[config.mk]
export PLATFORM = sky130hd
export DESIGN_NAME = itn_notify_gen
export DESIGN_NICKNAME = d
export VERILOG_FILES = /design/src/rtl/itn_pkg.sv /design/src/rtl/itn_regs.sv /design/src/rtl/itn_word.sv /design/src/rtl/itn_issue.sv /design/src/rtl/itn_notify_gen.sv
export SDC_FILE = /design/constraint.sdc
export NUM_CORES = 1
export LEC_CHECK = 0
export BUFFER_PORTS_ARGS = -buffer_cell sky130_fd_sc_hd__buf_4
export CORE_MARGIN = 8
export CORE_UTILIZATION = 40
export CTS_BUF_LIST = sky130_fd_sc_hd__clkbuf_2
export CTS_CLUSTER_DIAMETER = 120
export DETAILED_ROUTE_END_ITERATION = 12
export HOLD_SLACK_MARGIN = 0.12
export MAX_ROUTING_LAYER = met4
export SYNTH_ARGS = -nofsm -noshare
export SYNTH_HDL_FRONTEND = slang
export SYNTH_SLANG_ARGS = --single-unit
export TNS_END_PERCENT = 5
[constraint.sdc]
create_clock -name clk -period 2.1 [get_ports clk]
set_input_delay 0.315 -clock clk [delete_from_list [all_inputs] [get_ports clk]]
set_output_delay 0.315 -clock clk [all_outputs]
set_load 0.01 [all_outputs]
[src/rtl/itn_pkg.sv]
package itn_pkg;
   localparam int DW       = 64;
   localparam int FLAG_BIT = DW - 1;
   localparam int OFF_CTRL = 'h58;
   localparam int OFF_ESB  = 'h60;
   localparam int OFF_NADR = 'h68;
   localparam int OFF_TOFF = 'h70;
   localparam int OFF_LVL  = 'h78;

   typedef enum logic [1:0] {
      PH_IDLE = 2'd0,
      PH_REQ  = 2'd1,
      PH_WAIT = 2'd2
   } itn_phase_e;
endpackage

[src/rtl/itn_regs.sv]
module itn_regs
   import itn_pkg::*;
#(
   parameter int NSRC = 14,
   parameter int AW   = 8
) (
   input  logic          clk,
   input  logic          rst_n,
   input  logic          wr_en,
   input  logic          rd_en,
   input  logic [AW-1:0] addr,
   input  logic [DW-1:0] wdata,
   output logic [DW-1:0] rdata,
   input  logic [NSRC-1:0] src_level,
   output logic [DW-1:0] naddr,
   output logic [DW/2-1:0] tab_off,
   output logic          src_rst
);
   localparam int HW = DW / 2;

   logic [DW-1:0] ctrl_q, esb_q, nadr_q, toff_q, lvl_q, lvl_nx, rd_mux;

   // MSB-first numbering: source n lands on bit DW-1-n
   for (genvar b = 0; b < DW; b++) begin : g_lvl
      if (DW - 1 - b < NSRC) begin : g_src
         assign lvl_nx[b] = src_level[DW-1-b];
      end else begin : g_pad
         assign lvl_nx[b] = 1'b0;
      end
   end

   always_ff @(posedge clk) begin
      if (!rst_n) lvl_q <= '0;
      else if (!ctrl_q[DW-1]) lvl_q <= lvl_nx;
   end

   always_comb begin
      case (addr)
         AW'(OFF_CTRL): rd_mux = ctrl_q;
         AW'(OFF_ESB):  rd_mux = esb_q;
         AW'(OFF_NADR): rd_mux = nadr_q;
         AW'(OFF_TOFF): rd_mux = toff_q;
         AW'(OFF_LVL):  rd_mux = lvl_q;
         default:       rd_mux = '1;
      endcase
   end

   always_ff @(posedge clk) begin
      if (!rst_n) begin
         ctrl_q  <= '0;
         esb_q   <= '0;
         nadr_q  <= '0;
         toff_q  <= '0;
         rdata   <= '0;
         src_rst <= 1'b0;
      end else begin
         src_rst <= 1'b0;
         if (rd_en) rdata <= rd_mux;
         if (wr_en) begin
            case (addr)
               AW'(OFF_CTRL): begin
                  ctrl_q  <= wdata;
                  src_rst <= wdata[DW-2];
               end
               AW'(OFF_ESB):  esb_q  <= wdata;
               AW'(OFF_NADR): nadr_q <= wdata;
               AW'(OFF_TOFF): toff_q <= wdata;
               default: ;
            endcase
         end
      end
   end

   assign naddr   = nadr_q;
   assign tab_off = toff_q[DW-1:HW];
endmodule

[src/rtl/itn_word.sv]
module itn_word
   import itn_pkg::*;
#(
   parameter int NSRC = 14,
   parameter int SRCW = 4,
   parameter bit BIG  = 1'b1
) (
   input  logic [SRCW-1:0] src,
   input  logic [DW-1:0]   naddr,
   input  logic [DW/2-1:0] tab_off,
   output logic            ok,
   output logic [DW-1:0]   addr,
   output logic [DW-1:0]   bus
);
   localparam int NB = DW / 8;

   logic [DW-1:0] word;

   assign ok   = naddr[0] && ({1'b0, src} < (SRCW+1)'(NSRC));
   assign addr = {naddr[DW-1:1], 1'b0};
   assign word = (DW'(1) << FLAG_BIT) | DW'(tab_off) | DW'(src);

   if (BIG) begin : g_be
      for (genvar k = 0; k < NB; k++) begin : g_lane
         assign bus[8*k +: 8] = word[DW-8-8*k +: 8];
      end
   end else begin : g_le
      assign bus = word;
   end
endmodule

[src/rtl/itn_issue.sv]
module itn_issue
   import itn_pkg::*;
(
   input  logic          clk,
   input  logic          rst_n,
   input  logic          in_vld,
   input  logic [DW-1:0] in_addr,
   input  logic [DW-1:0] in_data,
   output logic          in_rdy,
   output logic          st_valid,
   input  logic          st_ready,
   output logic [DW-1:0] st_addr,
   output logic [DW-1:0] st_data,
   input  logic          rsp_valid,
   input  logic          rsp_err,
   output logic          err_flag
);
   itn_phase_e    ph_q;
   logic [DW-1:0] a_addr, a_data, b_addr, b_data;
   logic          b_full, push, a_done;

   assign in_rdy = !b_full;
   assign push   = in_vld && in_rdy;
   assign a_done = (ph_q == PH_WAIT) && rsp_valid;

   always_ff @(posedge clk) begin
      if (!rst_n) begin
         ph_q     <= PH_IDLE;
         b_full   <= 1'b0;
         err_flag <= 1'b0;
         a_addr   <= '0;
         a_data   <= '0;
         b_addr   <= '0;
         b_data   <= '0;
      end else begin
         if (a_done && rsp_err) err_flag <= 1'b1;
         case (ph_q)
            PH_IDLE: if (push) begin
               ph_q   <= PH_REQ;
               a_addr <= in_addr;
               a_data <= in_data;
            end
            PH_REQ: begin
               if (st_ready) ph_q <= PH_WAIT;
               if (push) begin
                  b_full <= 1'b1;
                  b_addr <= in_addr;
                  b_data <= in_data;
               end
            end
            PH_WAIT: begin
               if (a_done) begin
                  if (b_full) begin
                     ph_q   <= PH_REQ;
                     a_addr <= b_addr;
                     a_data <= b_data;
                     b_full <= 1'b0;
                  end else if (push) begin
                     ph_q   <= PH_REQ;
                     a_addr <= in_addr;
                     a_data <= in_data;
                  end else begin
                     ph_q <= PH_IDLE;
                  end
               end else if (push) begin
                  b_full <= 1'b1;
                  b_addr <= in_addr;
                  b_data <= in_data;
               end
            end
            default: ph_q <= PH_IDLE;
         endcase
      end
   end

   assign st_valid = (ph_q == PH_REQ);
   assign st_addr  = a_addr;
   assign st_data  = a_data;
endmodule

[src/rtl/itn_notify_gen.sv]
module itn_notify_gen
   import itn_pkg::*;
#(
   parameter int NSRC = 14,
   parameter int SRCW = 4,
   parameter int AW   = 8,
   parameter bit BIG  = 1'b1
) (
   input  logic            clk,
   input  logic            rst_n,
   input  logic            reg_wr_en,
   input  logic            reg_rd_en,
   input  logic [AW-1:0]   reg_addr,
   input  logic [63:0]     reg_wdata,
   output logic [63:0]     reg_rdata,
   input  logic [NSRC-1:0] src_level,
   output logic            src_rst,
   input  logic            ntf_req,
   input  logic [SRCW-1:0] ntf_src,
   output logic            ntf_ready,
   output logic            st_valid,
   input  logic            st_ready,
   output logic [63:0]     st_addr,
   output logic [63:0]     st_data,
   input  logic            rsp_valid,
   input  logic            rsp_err,
   output logic            err_flag
);
   if (NSRC < 1 || NSRC > DW / 2) begin : g_bad_nsrc
      $error("itn_notify_gen: NSRC out of range");
   end
   if ((1 << SRCW) < NSRC) begin : g_bad_srcw
      $error("itn_notify_gen: SRCW too narrow for NSRC");
   end
   if (AW < 7) begin : g_bad_aw
      $error("itn_notify_gen: AW cannot hold the register offsets");
   end

   logic [DW-1:0]   naddr, w_addr, w_bus;
   logic [DW/2-1:0] tab_off;
   logic            w_ok;

   itn_regs #(.NSRC(NSRC), .AW(AW)) u_regs (
      .clk(clk), .rst_n(rst_n),
      .wr_en(reg_wr_en), .rd_en(reg_rd_en), .addr(reg_addr),
      .wdata(reg_wdata), .rdata(reg_rdata),
      .src_level(src_level),
      .naddr(naddr), .tab_off(tab_off), .src_rst(src_rst)
   );

   itn_word #(.NSRC(NSRC), .SRCW(SRCW), .BIG(BIG)) u_word (
      .src(ntf_src), .naddr(naddr), .tab_off(tab_off),
      .ok(w_ok), .addr(w_addr), .bus(w_bus)
   );

   itn_issue u_issue (
      .clk(clk), .rst_n(rst_n),
      .in_vld(ntf_req && w_ok), .in_addr(w_addr), .in_data(w_bus),
      .in_rdy(ntf_ready),
      .st_valid(st_valid), .st_ready(st_ready),
      .st_addr(st_addr), .st_data(st_data),
      .rsp_valid(rsp_valid), .rsp_err(rsp_err),
      .err_flag(err_flag)
   );
endmodule

* Word level (Yosys, flattened, before mapping)
Index checks and enable logic that the tools add are counted.
Operators by class: $lt $le $gt $ge 1, bitwise logic cells 1, equality and inequality tests 11, muxes and demuxes 24, reduce and logical (&&, ||, !) cells 17
Operators by type and width (number):
- 2-to-1 mux 64 bit | 10
- one-hot mux 64 bit (2 select lines) | 4
- one-hot mux 64 bit (5 select lines) | 1
- bitwise OR 64 x 4 -> 64 bit | 1
- == test 8 x 7 -> 1 bit (second input constant) | 5
- AND reduction 2 bit | 6
- 2-to-1 mux 2 bit | 4
- != test 2 x 1 -> 1 bit (second input constant) | 3
- one-hot mux 2 bit (3 select lines) | 1
- AND reduction 3 bit | 2
- logical AND 1 bit | 5
- less-than comparator 4 bit (second input constant) | 1
- nonzero test 2 bit | 2
- 2-to-1 mux 1 bit | 3
- == test 2 x 1 -> 1 bit (second input constant) | 1
- == test 2 bit (second input constant) | 1
- zero test 2 bit | 1
- != test 2 bit (second input constant) | 1
- one-hot mux 1 bit (2 select lines) | 1
- zero test 1 bit | 1
Word-level totals: output and inout bits 196, bits of input ports 98, bits in registers 595, word-level logic and storage cells 68

* Longest topological paths before layout
word-level depth 8, gate-level depth with buffers 10, mapped depth without buffers 6

* Hierarchy
A second synthesis with hierarchy kept.
Second synthesis, totals: cell total of the unflattened synthesis 3131, area, all modules 25639.6 um^2
By module, submodules not included:
- itn_regs | times used 1, cells each 1681, sequential area each 6706.4 um^2, area an instance 14123.5 um^2
- itn_issue | times used 1, cells each 1317, sequential area each 5205.0 um^2, area an instance 10536.4 um^2
- itn_word | times used 1, cells each 132, sequential area each 0.0 um^2, area an instance 973.4 um^2
- itn_notify_gen | times used 1, cells each 1, sequential area each 0.0 um^2, area an instance 6.3 um^2

* Worst setup path before layout
Ideal clock, no wire load.
path kind register to register, from reg u_issue.ph_q[0], to reg u_issue.a_addr[45] (netlist: u_issue.st_addr[45]), arrival 1.938 ns, clock period less this slack 2.057 ns, slack 0.043 ns, setup time 0.119 ns, cell stages (with the launch flop) 11, path buffers 4, data required time 1.981 ns, path through dfxtp_1 inv_1 ha_1 clkbuf_1 nand3_1 o21ai_0 and2_1 buf_2 buf_2 buf_2 o221a_2
On the way: cells in the longest elaborated chain, start to end 4, elaborated cells between the ends (all ways) 7, those cells by class 2 x eq/ne; 1 x mux; 4 x reduce/logical
RTL lines:
- start: declaration | RTL line itn_issue.sv:18 | itn_phase_e ph_q;
- start signal: assignment | RTL line itn_issue.sv:28 | ph_q <= PH_IDLE;
- start signal: assignment | RTL line itn_issue.sv:39 | ph_q <= PH_REQ;
- start signal: assignment | RTL line itn_issue.sv:44 | if (st_ready) ph_q <= PH_WAIT;
- == test 2 bit | RTL line itn_issue.sv:24, itn_issue.sv:37
- logical AND 1 bit | RTL line itn_issue.sv:24 | assign a_done = (ph_q == PH_WAIT) && rsp_valid;
- != test 2 x 1 -> 1 bit (no line)
- AND reduction 2 bit (no line)
- end signal: assignment | RTL line itn_issue.sv:40 | a_addr <= in_addr;
- end signal: assignment | RTL line itn_issue.sv:55 | a_addr <= b_addr;
- end signal: assignment | RTL line itn_issue.sv:60 | a_addr <= in_addr;
- end: declaration | RTL line itn_issue.sv:19 | logic [DW-1:0] a_addr, a_data, b_addr, b_data;
Parallel ways exist; a longest one is shown, timed or not. A chain may end at the register's enable or synchronous reset.

* Worst setup path after layout
from in reg_addr[5], to reg u_regs.rdata[62]
On the way: cells in the longest elaborated chain, start to end 2, elaborated cells between the ends (all ways) 6, those cells by class 5 x eq/ne; 1 x mux
RTL lines:
- start: declaration | RTL line itn_notify_gen.sv:13 | input logic [AW-1:0] reg_addr,
- == test 8 x 7 -> 1 bit | RTL line itn_regs.sv:38 | case (addr)
- one-hot mux 64 bit (5 select lines) (*) | RTL line itn_regs.sv:38
- end signal: assignment | RTL line itn_regs.sv:58 | if (rd_en) rdata <= rd_mux;
- end: declaration | RTL line itn_regs.sv:13 | output logic [DW-1:0] rdata,
Mark *: on every way between the ends. The rest lies on a longest branch, timed or not.

==> results.toml <==
[sta]
tightest_slew_ns = 0.9053
skew_ns = 0.09516
report.final.setup_viol = 40
layout_min_cycle_time_ns = 2.348
timing.fmax_ghz = 0.4259
worst_slack_ns = -0.2480
maxSlewHeadroom = 0.3965
hold_ws_ns = 0.1965
post-route-period-util = 1.118
slew_viol_final = 0
hold_violations = 0
rsz0062_at_grt = "yes"

[run_status]
violations = "negative setup slack"
outcome = "complete, but fails checks"

[floorplan]
coreArea_mm2 = 0.05381
dieWidth_um = 249.4
dieHeight_um = 249.4
ioPinCount = 294
row_count = 85
dieArea_mm2 = 0.06222
start_util = 0.4050

[routing]
wl_per_cell_um = 20.94
drtPass1Iterations = 6
routed_wirelength_um = 82450
route.detailed.drc = 0
drtIter0Drc = 1730
via_per_inst = 5.507
drtAntennaViolNets = 0
vias = 21680

[placed_design]
preCtsSetupSlack_ns = -0.1841
portBuffers = 293
gp_congestion = 0.8399
placed_area_mm2 = 0.02503
hpwlAfterDp_um = 48580

[finish]
fin_area_mm2 = 0.02995
multi_input_area_mm2 = 0.009657
fin_nets = 3232
fillers = 4778
seq_area_mm2 = 0.01157
drive_gt1_frac = 0.3094
syn_to_final_growth_pct = 37.40

[critical_path]
endpoint_kind = "flop"
cp_max_fo = 17
worst_ep_required_time_ns = 3.37
r2r_cells = 6
cp_data_arrival_time_ns = 3.62
r2r_start = "u_issue.b_full$_SDFFE_PN0P_"
path_class = "primary input to flop"
r2r_slack_ns = 0.14
rr_endpoint = "u_issue.ph_q[0]$_SDFFE_PN0P_"
startpoint_type = "primary input"

[cts]
ctsRootBufferMaster = "clkbuf_2"
clk_path_buf_depth = 3
insertion_delay_ns = 1.34
cts_tree = "done"
numCtsBuffers = 149
clock-sinks = 563
htreeDepth = 4
clk_pin_slew_ns = 0.11

[synthesis]
yosys-top-cells-count = "nand2_1, dfxtp_1, a21oi_1, nor2_1, clkbuf_1"
synth_flop_cell = "dfxtp_1"
synth.distinct_cells = 48
syn_inst = 2575
syn_area_per_cell_um2 = 8.465
synth_edf_count = 0
synthArstFlopShare = 0
ys_seq_area_frac = 0.5171
synthTopCellsByArea = "dfxtp_1, nand2_1, a21oi_1"
netlist_area_mm2 = 0.02180
synth-seq-cells = 563
netlist.area_leader.share = 0.5171
synth_nets = 2678
synth.most_common_cell = "nand2_1"
synth_area_leader_cell = "dfxtp_1"
ys_warn_count = 0

[power_and_ir_drop]
ir_worst_vdd_mv = 0.4254
p_per_area_mw_per_mm2 = 676.1
p_total_w = 0.02025
p_leak_nw = 11.96

[global_route]
grt_pass1_vias = 21400
antenna_found_initial = 6
overflow = 0
groute.usage.overall = 0.2586
grt_max_degree = 97
grt_first_pass_wirelength_um = 124700

[min_path]
min_to = "u_regs.toff_q[62]$_SDFFE_PN0P_"
min_from = "reg_addr[4]"
worstHoldPathType = "primary input to flop"
whs_path_depth = 9

[job]
drv_cap = 0
## metrics by stage
| stage | std cells | setup TNS [ns] | util |
|---|---|---|---|
| floorplan | 2575 | 0 | - |
| global placement | 3429 | -0.09464 | 0.4651 |
| detailed placement | 3429 | -0.6923 | 0.4651 |
| CTS | 3922 | -41.67 | 0.5500 |
| global route | 3937 | -24.41 | 0.5565 |
| finish | 3937 | -1.336 | 0.5565 |
## state kept, by name, summed over array words and instances, names as in the netlist
signal	flops
u_regs.esb_q	64
u_issue.b_data	33
u_regs.lvl_q	14
u_issue.st_data	64
u_regs.toff_q	64
u_regs.ctrl_q	64
u_issue.st_addr	64
u_regs.naddr	64
u_regs.rdata	64
u_issue.b_addr	63
u_issue.ph_q	2
u_issue.b_full	1
u_issue.err_flag	1
u_regs.src_rst	1
## report_power, final
| part | total, W | internal, W | leakage, nW | switching (W) |
|---|---|---|---|---|
| clock network | 0.00775 | 0.00318 | 1.03 | 0.00457 |
| registers | 0.0109 | 0.0108 | 4.64 | 0.000118 |
| logic | 0.00160 | 0.000788 | 6.28 | 0.000813 |
## final cells by class
class | count | share of cell area
Clock buffer | 224 | 0.03743
Timing Repair Buffer | 626 | 0.2157
Multi-Input combinational cell | 1782 | 0.3224
Clock inverter | 33 | 0.007186
Tap cell | 696 | 0.02908
Sequential cell | 563 | 0.3863
Antenna cell | 6 | 0.0005013
Inverter | 7 | 0.001295
## worst max path at each step
stage	startpoint	endpoint	slack [ns]	depth (start not counted)
final	reg_addr[5]	u_regs.rdata[62]$_SDFFE_PN0P_	-0.25	9
after global placement	reg_addr[4]	u_regs.rdata[49]$_SDFFE_PN0P_	-0.09	6
after floorplan	u_issue.ph_q[0]$_SDFFE_PN0P_	u_issue.st_addr[45]$_SDFFE_PN0P_	0.04	10
after detailed placement	reg_addr[4]	u_regs.rdata[49]$_SDFFE_PN0P_	-0.18	6
after CTS	u_issue.ph_q[1]$_SDFFE_PN0P_	st_valid	-0.31	3
after global routing	u_issue.ph_q[1]$_SDFFE_PN0P_	st_valid	-0.29	3
## layout by cell type (no fill, tap or decap), drive strengths merged, types with 2 or more instances in the layout
master          n
a211oi          6
a21oi         359
a221oi         57
a22o           49
a22oi           7
and3           36
and3b           4
and4            3
buf           389
bufinv          3
clkbuf        227
clkinv         26
clkinvlp        2
dfxtp         563
diode           6
dlygate4sd3   231
dlymetal6s4s    2
ha              5
inv             9
mux2           55
mux2i          21
mux4            8
nand2         700
nand3           4
nand3b          2
nand4           3
nor2          266
nor2b           4
nor3            3
o21a            4
o21ai          70
o221a          93
o2bb2ai         6
## routing by layer
layer  wire [µm]  up-vias  share of wire  track usage
met4        1634        0          0.020      0.08463
met2       38530     1020           0.47       0.4056
li1            -    10060              -            -
met1       35460    10480           0.43       0.3272
met3        6819      131          0.083      0.06132
met5           0        -              0            -
## kinds of logic after synthesis
group	after synthesis	share of synthesized area
and+or+nand+nor	1031	0.1868
buffers and inverters	230	0.04518
muxes	84	0.04632
DFF	563	0.5171
adders and majority gates	5	0.002870
AOI/OAI and AO/OA	662	0.2017
## critical path, cell delays in order
cell and delay [ns]:
buf_4 0.12, buf_4 0.12, dlygate4sd3_1 0.59, dlymetal6s4s_1 0.43
nor2b_4 0.65, and3_1 0.53, a221oi_1 0.16, nor2_1 0.12
dlygate4sd3_1 0.56
## timing repair
item                                    4_1_cts  5_1_grt
buffers inserted                              5        0
gates cloned                                  0        1
hold endpoints to repair                    563      198
hold buffers                                231       11
gates resized for setup                     354       87
endpoints found under the setup margin      197      440
Note: power is estimated with default switching activity, not from simulation.
